File: src/rtl/cohBlockPkg.sv
package cohBlockPkg;

  typedef enum logic [1:0] {
    COH_INV = 2'd0,
    COH_SHR = 2'd1,
    COH_EXC = 2'd2
  } cohState_e;

  typedef enum logic [1:0] {
    DIR_INVAL       = 2'd0,
    DIR_FETCH       = 2'd1,
    DIR_FETCH_INVAL = 2'd2,
    DIR_REPLY       = 2'd3
  } dirMsg_e;

  typedef enum logic [1:0] {
    OUT_RD_MISS    = 2'd0,
    OUT_WR_MISS    = 2'd1,
    OUT_WRITE_BACK = 2'd2
  } outMsg_e;

  typedef enum logic [2:0] {
    PH_IDLE     = 3'd0,
    PH_VICTIM_WB = 3'd1,
    PH_FETCH_WB = 3'd2,
    PH_REQ      = 3'd3,
    PH_WAIT     = 3'd4
  } phase_e;

  // strobes from control to datapath
  typedef struct packed {
    logic loadTag;
    logic loadBlock;
    logic writeWord;
    logic sendBlock;
  } dpStrobe_t;

endpackage

File: src/rtl/cohBlockData.sv
module cohBlockData
  import cohBlockPkg::*;
#(
  parameter int ADDR_W = 12,
  parameter int WORD_W = 16,
  parameter int WORDS  = 4
) (
  input  logic                              clk,
  input  logic                              rstN,
  input  dpStrobe_t                         strobe,
  input  logic [ADDR_W-1:0]                 cpuReqAddr,
  input  logic [WORD_W-1:0]                 cpuWrData,
  input  logic [ADDR_W-$clog2(WORDS)-1:0]   dirMsgAddr,
  input  logic [WORDS*WORD_W-1:0]           dirMsgData,
  output logic                              cpuTagHit,
  output logic                              dirTagHit,
  output logic [WORD_W-1:0]                 rdWord,
  output logic [ADDR_W-$clog2(WORDS)-1:0]   msgAddr,
  output logic [WORDS*WORD_W-1:0]           msgData
);

  localparam int OFF_W = $clog2(WORDS);
  localparam int BA_W  = ADDR_W - OFF_W;
  localparam int BLK_W = WORDS * WORD_W;

  logic [BA_W-1:0]   tagQ;
  logic [BLK_W-1:0]  blockQ;
  logic [BLK_W-1:0]  blockD;
  logic [OFF_W-1:0]  cpuOff;
  logic [BA_W-1:0]   cpuBlk;
  logic [WORD_W-1:0] wordSel [WORDS];

  assign cpuOff = cpuReqAddr[OFF_W-1:0];
  assign cpuBlk = cpuReqAddr[ADDR_W-1:OFF_W];

  assign cpuTagHit = (cpuBlk == tagQ);
  assign dirTagHit = (dirMsgAddr == tagQ);

  // per-word fill / merge and read select
  for (genvar w = 0; w < WORDS; w++) begin : gWord
    assign wordSel[w] = blockQ[w*WORD_W +: WORD_W];
    assign blockD[w*WORD_W +: WORD_W] =
        strobe.loadBlock                               ? dirMsgData[w*WORD_W +: WORD_W] :
        (strobe.writeWord && cpuOff == OFF_W'(w))      ? cpuWrData :
                                                         blockQ[w*WORD_W +: WORD_W];
  end

  assign rdWord  = wordSel[cpuOff];
  assign msgAddr = tagQ;
  assign msgData = strobe.sendBlock ? blockQ : '0;

  always_ff @(posedge clk or negedge rstN) begin
    if (!rstN) begin
      tagQ   <= '0;
      blockQ <= '0;
    end else begin
      if (strobe.loadTag) tagQ <= cpuBlk;
      blockQ <= blockD;
    end
  end

  // a fill never coincides with a tag change
  AST_FILL_NO_RETAG: assert property (@(posedge clk) disable iff (!rstN)
    strobe.loadBlock |=> $stable(tagQ)) else $error("fill moved tag");

endmodule

File: src/rtl/cohBlockCtrl.sv
module cohBlockCtrl
  import cohBlockPkg::*;
(
  input  logic       clk,
  input  logic       rstN,
  input  logic       cpuReqValid,
  input  logic       cpuReqWrite,
  input  logic       cpuTagHit,
  input  logic       dirMsgValid,
  input  logic [1:0] dirMsgType,
  input  logic       dirTagHit,
  input  logic       outMsgReady,
  output dpStrobe_t  strobe,
  output logic       cpuDone,
  output logic       outValid,
  output logic [1:0] outType,
  output logic       protoErr
);

  cohState_e cohQ, cohD;
  phase_e    phaseQ, phaseD;
  logic      pendWrQ, pendWrD;
  dirMsg_e   dirKind;
  logic      isReply;
  logic      isRecall;
  logic      cpuHit;

  assign dirKind  = dirMsg_e'(dirMsgType);
  assign isReply  = dirMsgValid && (dirKind == DIR_REPLY);
  assign isRecall = dirMsgValid && dirTagHit && (cohQ == COH_EXC) &&
                    (dirKind == DIR_FETCH || dirKind == DIR_FETCH_INVAL);
  assign cpuHit   = (cohQ != COH_INV) && cpuTagHit &&
                    (!cpuReqWrite || cohQ == COH_EXC);

  always_comb begin
    cohD     = cohQ;
    phaseD   = phaseQ;
    pendWrD  = pendWrQ;
    strobe   = '0;
    cpuDone  = 1'b0;
    outValid = 1'b0;
    outType  = OUT_RD_MISS;
    protoErr = 1'b0;

    // invalidation of a shared copy is honoured in every phase
    if (dirMsgValid && dirKind == DIR_INVAL && dirTagHit && cohQ == COH_SHR)
      cohD = COH_INV;

    if (isReply && phaseQ != PH_WAIT)
      protoErr = 1'b1;

    unique case (phaseQ)
      PH_IDLE: begin
        if (isRecall) begin
          cohD   = (dirKind == DIR_FETCH) ? COH_SHR : COH_INV;
          phaseD = PH_FETCH_WB;
        end else if (!dirMsgValid && cpuReqValid) begin
          if (cpuHit) begin
            cpuDone          = 1'b1;
            strobe.writeWord = cpuReqWrite;
          end else if (cohQ == COH_EXC && !cpuTagHit) begin
            phaseD = PH_VICTIM_WB;
          end else begin
            strobe.loadTag = 1'b1;
            pendWrD        = cpuReqWrite;
            cohD           = (cpuTagHit && cohQ == COH_SHR && cpuReqWrite) ? COH_SHR : COH_INV;
            phaseD         = PH_REQ;
          end
        end
      end
      PH_VICTIM_WB: begin
        outValid         = 1'b1;
        outType          = OUT_WRITE_BACK;
        strobe.sendBlock = 1'b1;
        if (outMsgReady) begin
          cohD           = COH_INV;
          strobe.loadTag = 1'b1;
          pendWrD        = cpuReqWrite;
          phaseD         = PH_REQ;
        end
      end
      PH_FETCH_WB: begin
        outValid         = 1'b1;
        outType          = OUT_WRITE_BACK;
        strobe.sendBlock = 1'b1;
        if (outMsgReady) phaseD = PH_IDLE;
      end
      PH_REQ: begin
        outValid = 1'b1;
        outType  = pendWrQ ? OUT_WR_MISS : OUT_RD_MISS;
        if (outMsgReady) phaseD = PH_WAIT;
      end
      PH_WAIT: begin
        if (isReply) begin
          strobe.loadBlock = 1'b1;
          cohD             = pendWrQ ? COH_EXC : COH_SHR;
          phaseD           = PH_IDLE;
        end
      end
      default: phaseD = PH_IDLE;
    endcase
  end

  always_ff @(posedge clk or negedge rstN) begin
    if (!rstN) begin
      cohQ    <= COH_INV;
      phaseQ  <= PH_IDLE;
      pendWrQ <= 1'b0;
    end else begin
      cohQ    <= cohD;
      phaseQ  <= phaseD;
      pendWrQ <= pendWrD;
    end
  end

  AST_READ_FILL_SHARED: assert property (@(posedge clk) disable iff (!rstN)
    (phaseQ == PH_WAIT && isReply && !pendWrQ) |=> cohQ == COH_SHR) else $error("read fill");
  AST_WRITE_FILL_EXCL: assert property (@(posedge clk) disable iff (!rstN)
    (phaseQ == PH_WAIT && isReply && pendWrQ) |=> cohQ == COH_EXC) else $error("write fill");
  AST_VICTIM_BEFORE_MISS: assert property (@(posedge clk) disable iff (!rstN)
    (phaseQ == PH_VICTIM_WB && outMsgReady) |=> (outValid && outType != OUT_WRITE_BACK)) else $error("order");
  AST_WRITE_DONE_EXCL: assert property (@(posedge clk) disable iff (!rstN)
    (cpuDone && cpuReqWrite) |-> cohQ == COH_EXC) else $error("write hit");
  AST_OUT_HOLD_TYPE: assert property (@(posedge clk) disable iff (!rstN)
    (outValid && !outMsgReady) |=> (outValid && $stable(outType))) else $error("hold");
  AST_ERR_NEEDS_REPLY: assert property (@(posedge clk) disable iff (!rstN)
    protoErr |-> (dirMsgValid && dirMsgType == 2'd3 && $stable(cohQ))) else $error("err");
  AST_DIR_FIRST: assert property (@(posedge clk) disable iff (!rstN)
    dirMsgValid |-> !cpuDone) else $error("priority");

endmodule

File: src/rtl/dirCohBlock.sv
module dirCohBlock
  import cohBlockPkg::*;
#(
  parameter int ADDR_W  = 12,
  parameter int WORD_W  = 16,
  parameter int WORDS   = 4,
  parameter int PID_W   = 2,
  parameter int PROC_ID = 3
) (
  input  logic                              clk,
  input  logic                              rstN,
  input  logic                              cpuReqValid,
  input  logic                              cpuReqWrite,
  input  logic [ADDR_W-1:0]                 cpuReqAddr,
  input  logic [WORD_W-1:0]                 cpuWrData,
  output logic                              cpuDone,
  output logic                              cpuStall,
  output logic [WORD_W-1:0]                 cpuRdData,
  input  logic                              dirMsgValid,
  input  logic [1:0]                        dirMsgType,
  input  logic [ADDR_W-$clog2(WORDS)-1:0]   dirMsgAddr,
  input  logic [WORDS*WORD_W-1:0]           dirMsgData,
  output logic                              outMsgValid,
  input  logic                              outMsgReady,
  output logic [1:0]                        outMsgType,
  output logic [PID_W-1:0]                  outMsgProc,
  output logic [ADDR_W-$clog2(WORDS)-1:0]   outMsgAddr,
  output logic [WORDS*WORD_W-1:0]           outMsgData,
  output logic                              protoErr
);

  dpStrobe_t strobe;
  logic      cpuTagHit;
  logic      dirTagHit;

  cohBlockCtrl ctrl_i (
    .clk         (clk),
    .rstN        (rstN),
    .cpuReqValid (cpuReqValid),
    .cpuReqWrite (cpuReqWrite),
    .cpuTagHit   (cpuTagHit),
    .dirMsgValid (dirMsgValid),
    .dirMsgType  (dirMsgType),
    .dirTagHit   (dirTagHit),
    .outMsgReady (outMsgReady),
    .strobe      (strobe),
    .cpuDone     (cpuDone),
    .outValid    (outMsgValid),
    .outType     (outMsgType),
    .protoErr    (protoErr)
  );

  cohBlockData #(
    .ADDR_W (ADDR_W),
    .WORD_W (WORD_W),
    .WORDS  (WORDS)
  ) data_i (
    .clk        (clk),
    .rstN       (rstN),
    .strobe     (strobe),
    .cpuReqAddr (cpuReqAddr),
    .cpuWrData  (cpuWrData),
    .dirMsgAddr (dirMsgAddr),
    .dirMsgData (dirMsgData),
    .cpuTagHit  (cpuTagHit),
    .dirTagHit  (dirTagHit),
    .rdWord     (cpuRdData),
    .msgAddr    (outMsgAddr),
    .msgData    (outMsgData)
  );

  assign cpuStall   = cpuReqValid && !cpuDone;
  assign outMsgProc = PID_W'(PROC_ID);

  AST_OUT_HOLD_FIELDS: assert property (@(posedge clk) disable iff (!rstN)
    (outMsgValid && !outMsgReady) |=> ($stable(outMsgAddr) && $stable(outMsgData))) else $error("fields");
  AST_STALL_WHILE_MISS: assert property (@(posedge clk) disable iff (!rstN)
    (cpuReqValid && outMsgValid) |-> cpuStall) else $error("stall");
  AST_MISS_ZERO_DATA: assert property (@(posedge clk) disable iff (!rstN)
    (outMsgValid && outMsgType != 2'd2) |-> outMsgData == '0) else $error("miss data");

endmodule

File: config.mk
export PLATFORM = sky130hd
export DESIGN_NAME = dirCohBlock
export DESIGN_NICKNAME = d
export VERILOG_FILES = /design/src/rtl/cohBlockPkg.sv /design/src/rtl/cohBlockData.sv /design/src/rtl/cohBlockCtrl.sv /design/src/rtl/dirCohBlock.sv
export SDC_FILE = /design/constraint.sdc
export NUM_CORES = 1
export LEC_CHECK = 0
export CORE_AREA = 2 2 124 126
export DETAILED_ROUTE_END_ITERATION = 16
export DIE_AREA = 0 0 126 128
export DONT_BUFFER_PORTS = 1
export HOLD_SLACK_MARGIN = 0.03
export PLACE_DENSITY = 0.46
export SLEW_MARGIN = 20
export SYNTH_ARGS = -nofsm -noshare
export SYNTH_HDL_FRONTEND = slang
export SYNTH_SLANG_ARGS = --single-unit
export TNS_END_PERCENT = 20
File: constraint.sdc
create_clock -name clk -period 2.8 [get_ports clk]
set_input_delay 0.42 -clock clk [delete_from_list [all_inputs] [get_ports clk]]
set_output_delay 0.42 -clock clk [all_outputs]
set_load 0.1 [all_outputs]
==> results of run 1 <==
worst max-delay path, stage by stage (launching register included):
cell	delay (ps)
dfrtp_1	450
xnor2_1	270
nand4_4	210
nor3_1	180
buf_4	160
nand2_1	100
o31a_1	290
buf_12	170
kinds of logic after synthesis:
| group | share of synthesized area |
|---|---|
| flip-flops | 0.3942 |
| XOR/XNOR | 0.04065 |
| AND/OR/NAND/NOR | 0.3149 |
| adder cells (fa/ha/maj) | 0.007392 |
| multiplexers | 0.09732 |
| AO/OA/AOI/OAI | 0.1015 |
| buffers and inverters | 0.04336 |
| other | 0.0007384 |
registers in the layout, indices dropped and copies added, names as in the netlist:
signal          count
data_i.blockQ      64
data_i.msgAddr     10
ctrl_i.phaseQ       3
ctrl_i.cohQ         2
ctrl_i.pendWrQ      1
what timing repair did:
action,4_1_cts,5_1_grt
cloned,0,0
hold endpoints to repair,80,0
setup buffers,0,0
resized for setup,1,3
hold buffers,2,0
endpoints found under the setup margin,1,1
pin swaps,0,0
through the flow:
step | TNS, ps | utilization | setup WS (ps)
after floorplan | -3400 | - | -311.1
after global placement | 0 | 0.4199 | 460.6
after detailed placement | 0 | 0.4199 | 349.8
after CTS | 0 | 0.4422 | 15.28
after global routing | 0 | 0.4434 | 51.94
final | 0 | 0.4434 | 189.4
final cells by class:
cell class,instances,share of cell area
Clock inverter,7,0.009491
Inverter,5,0.002847
Sequential cell,80,0.3037
Tap cell,188,0.03569
Clock buffer,9,0.03417
Timing Repair Buffer,98,0.1682
Multi-Input combinational cell,454,0.4459
worst max path at each step:
stage,from,endpoint,slack (ps),cells past startpoint
after floorplan,ctrl_i.phaseQ[0],outMsgData[54],-310,5
after global placement,data_i.msgAddr[0],cpuStall,460,6
after detailed placement,data_i.msgAddr[0],cpuStall,350,6
after CTS,data_i.msgAddr[0],cpuStall,20,6
after global routing,data_i.msgAddr[0],cpuStall,50,7
final,data_i.msgAddr[0],cpuStall,190,7
cells in the final DEF, fill, tap and decap left out, types with 11 or more instances in the layout:
master   count
dfrtp_1     80
nand2_1    108
nor2_1      68
a31oi_1     65
and2_1      64
mux4_2      16
nand3_1     34
mux2_2      11
buf_4       68
buf_12      28
per-layer routing:
metal | up-vias | global-route usage | wire length (um)
met5 | - | 0 | 0
met2 | 185 | 0.3533 | 8412
met4 | 0 | 0.06981 | 256
met1 | 2278 | 0.2584 | 6987
li1 | 2153 | - | -
met3 | 17 | 0.07513 | 1507
==> impl_metrics.ini, run 1 <==
[grt]
grt_max_degree = 81
grtUsageTotal = 0.2125
grt_pass1_wl_um = 26570
antenna_found_initial = 0
grt_pass1_vias = 4669
grt.overflow.total = 0

[synth]
synthCells = 583
yosys_warnings = 0
yosysSeqAreaShare = 0.3942
ys.flop_type = dfrtp_1
synth_edf_count = 0
synthArstFlopShare = 1.000
yosysMostFrequentCell = nand2_1
synthTopCellsByArea = dfrtp_1, nand2_1, a31oi_1
synth_common_cells = nand2_1, dfrtp_1, nor2_1
avgSynthCellArea_um2 = 8.711
synth_top_cell_by_area = dfrtp_1
synth.cell_area_um2 = 5079
yosysTopAreaCellShare = 0.3942
ys_ff_latch = 80
synth_cell_types = 50

[routing]
viasPerCell = 5.509
ant_nets = 0
wl_um = 17160
post_drt_wl_per_cell_um = 20.41
drc = 0
vias = 4633
dr.pass1.iters = 5
dr.first_iter.drc_count = 456

[die]
num_rows = 45
die_w_um = 126
io_pins = 208
core_area_um2 = 14860
design.die.area_um2 = 16130
start_util = 0.3417
die-height_um = 128

[sta]
min_period_over_period = 0.9324
hold_viol = 0
skew_ps = 10.10
worst_slew_pin_slew_ps = 690.6
whs_ps = 205.5
max_freq_mhz = 383.1
rsz0062_at_grt = no
maxSlewViolCount = 0
setup_viol = 0
maxSlewHeadroom = 0.5396
period_needed_ps = 2611

[layout]
regArea_um2 = 2002
fin_area_um2 = 6591
fillerInstances = 1444
multiInputGateArea_um2 = 2939
drive_gt1_frac = 0.2466
synthToLayoutAreaGrowth_pct = 29.79
nets = 761
finalNonFillerCells = 841
antenna_cells = 0

[worst_hold_path]
hp-start = cpuWrData[8]
whs_endpoint = data_i.blockQ[8]
min_path_cells = 2
worst_hold_path_type = in -> reg

[clock_network]
cts_buffers = 9
clock_latency_ps = 360
cts_root_buf = clkbuf_16
clk_pin_slew_ps = 70
cts_tree = yes
htree_levels = 3
numClockSinks = 80
clock_path_buffers = 2

[placement]
dp_cells = 823
place_congestion = 0.8780
placed_cell_area_um2 = 6241
numPortBuffers = 0
hpwl_um = 12200

[status]
status = completed

[setup_path]
arrival_ps = 2190
r2r_setup_slack_ps = 440
reg2reg_from = data_i.msgAddr[6]
setup.worst_path.class = reg -> out
r2r_cells = 7
start_kind = flop
required_ps = 2380
end_kind = primary output
critPathMaxFanout = 5
worstReg2RegEnd = data_i.blockQ[29]

[job]
cap_violations = 0
Power of run 1 is not shown: default switching activity piles up to over one toggle a cycle in this logic, so the estimate is an artifact.
==> run 2, diff against run 1 <==
- CTS_BUF_LIST: unset -> sky130_fd_sc_hd__clkbuf_4 sky130_fd_sc_hd__clkbuf_8
- REMOVE_ABC_BUFFERS: unset -> 1
==> run 2 against run 1 <==
Against the previous run:
- first-iteration DRC count decreased by 5.9%
- setup slack got worse by 28 ps
- critical endpoint unchanged
- routed wire length decreased by 3.1%
- sequential cell count unchanged
- die area unchanged
- utilization decreased by 0.55 points
- non-clock buffer count unchanged
- largest cell class unchanged
==> impl_metrics.ini, run 2 (synthesized netlist as in run 1, its figures left out) <==
[status]
status = completed

[setup_path]
reg2reg_from = data_i.msgAddr[5]
cp_slowest_cell = dfrtp_1
start_kind = flop
r2r_cells = 7
worstReg2RegEnd = data_i.blockQ[18]
cpPeakStageDelay_ps = 450
path_buf_inv = 2
setup.worst_path.class = reg -> out
crit_chain = xnor2_2 > nand4_2 > nor3_1 > buf_4 > nand2_1 > o31a_1 > buf_12
required_ps = 2380
arrival_ps = 2220
end_kind = primary output
critPathMaxFanout = 5
r2r_setup_slack_ps = 400
crit_family = simple AND/OR/NAND/NOR gates

[die]
die_w_um = 126
die-height_um = 128
core_area_um2 = 14860
design.die.area_um2 = 16130
start_util = 0.3417
io_pins = 208
num_rows = 45

[layout]
drive_gt1_frac = 0.2450
layout_common_cells = nand2_1, dfrtp_1, nor2_1, a31oi_1
nets = 761
largest_reg_flops = 64
fin_area_um2 = 6510
fillerInstances = 1458
regMostFlops = data_i.blockQ
antenna_cells = 0
synthToLayoutAreaGrowth_pct = 28.18
layout_commonest_cell = nand2_1

[grt]
grtUsageTotal = 0.2038
grt_max_degree = 81
antenna_found_initial = 0
grt_pass1_vias = 4544
grt.overflow.total = 0
grt_pass1_wl_um = 25560

[sta]
worst_slew_pin_slew_ps = 687.4
fin_ws_ps = 161.4
max_freq_mhz = 379.0
setup_viol = 0
rsz0062_at_grt = no
maxSlewHeadroom = 0.5417
period_needed_ps = 2639
min_period_over_period = 0.9424
maxSlewViolCount = 0
skew_ps = 13.24
fin_tns_setup_ps = 0
hold_viol = 0

[worst_hold_path]
min_path_cells = 2
hp-start = cpuWrData[9]
worst_hold_path_type = in -> reg
whs_endpoint = data_i.blockQ[9]

[placement]
place_congestion = 0.7887
pre_cts_ws_ps = 395.9
numPortBuffers = 0
hpwl_um = 11790
placed_cell_area_um2 = 6291

[routing]
ant_nets = 0
dr.first_iter.drc_count = 429
post_drt_wl_per_cell_um = 19.77
dr.pass1.iters = 6
drc = 0
viasPerCell = 5.499
wl_um = 16630
vias = 4625

[clock_network]
postCtsSetupBuffers = 0
cts_buffers = 9
cts_root_buf = clkbuf_8
cts_tree = yes
clock_latency_ps = 370
clk_pin_slew_ps = 90
clock_path_buffers = 2
htree_levels = 3
numClockSinks = 80

[job]
cap_violations = 0
## run 2: cell count changes in the layout (fill, tap and decap cells not counted), sizes merged
cell,delta
clkinvlp,+1
bufinv,-1
buf,-1
clkbuf,+2
clkinv,-1
## run 2: layout make-up
class                   count  area (um^2)  area share
well taps                 188        235.2     0.03613
multi-input cells         454         2910      0.4470
flip-flops and latches     80         2002      0.3075
clock buffers              10        137.6     0.02114
repair buffers             98         1171      0.1799
clock inverters             6        35.03    0.005382
inverters                   5        18.77    0.002883
## run 2: routing by layer
| layer | GRT usage | share of wire |
|---|---|---|
| met5 | 0 | 0 |
| met4 | 0.07498 | 0.020 |
| met3 | 0.05927 | 0.093 |
| met2 | 0.3340 | 0.48 |
| met1 | 0.2570 | 0.40 |
## run 2: worst max path at each step
stage	startpoint	to	slack, ps	cells past startpoint
after floorplan	ctrl_i.phaseQ[1]	ctrl_i.cohQ[0]	-1890	6
after global placement	dirMsgValid	data_i.blockQ[34]	440	7
after detailed placement	dirMsgValid	data_i.blockQ[34]	400	7
after CTS	data_i.msgAddr[0]	cpuStall	90	6
after global routing	data_i.msgAddr[0]	cpuStall	0.8	6
final	data_i.msgAddr[5]	cpuStall	160	7
## run 2: stage by stage
step | cells | hold WS (ps) | util
final | 841 | 190.0 | 0.4380
after global routing | 841 | 180.0 | 0.4380
after CTS | 841 | 171.6 | 0.4374
after detailed placement | 823 | 127.4 | 0.4232
after global placement | 823 | 127.2 | 0.4232
after floorplan | 539 | 124.4 | -
## run 2: repair_timing
action / in CTS / in global routing
endpoints found under the hold margin: 80 / 0
hold buffers: 2 / 0
gates resized for setup: 0 / 2
setup endpoints to repair: 0 / 1
Power of run 2 is left out for the same reason.
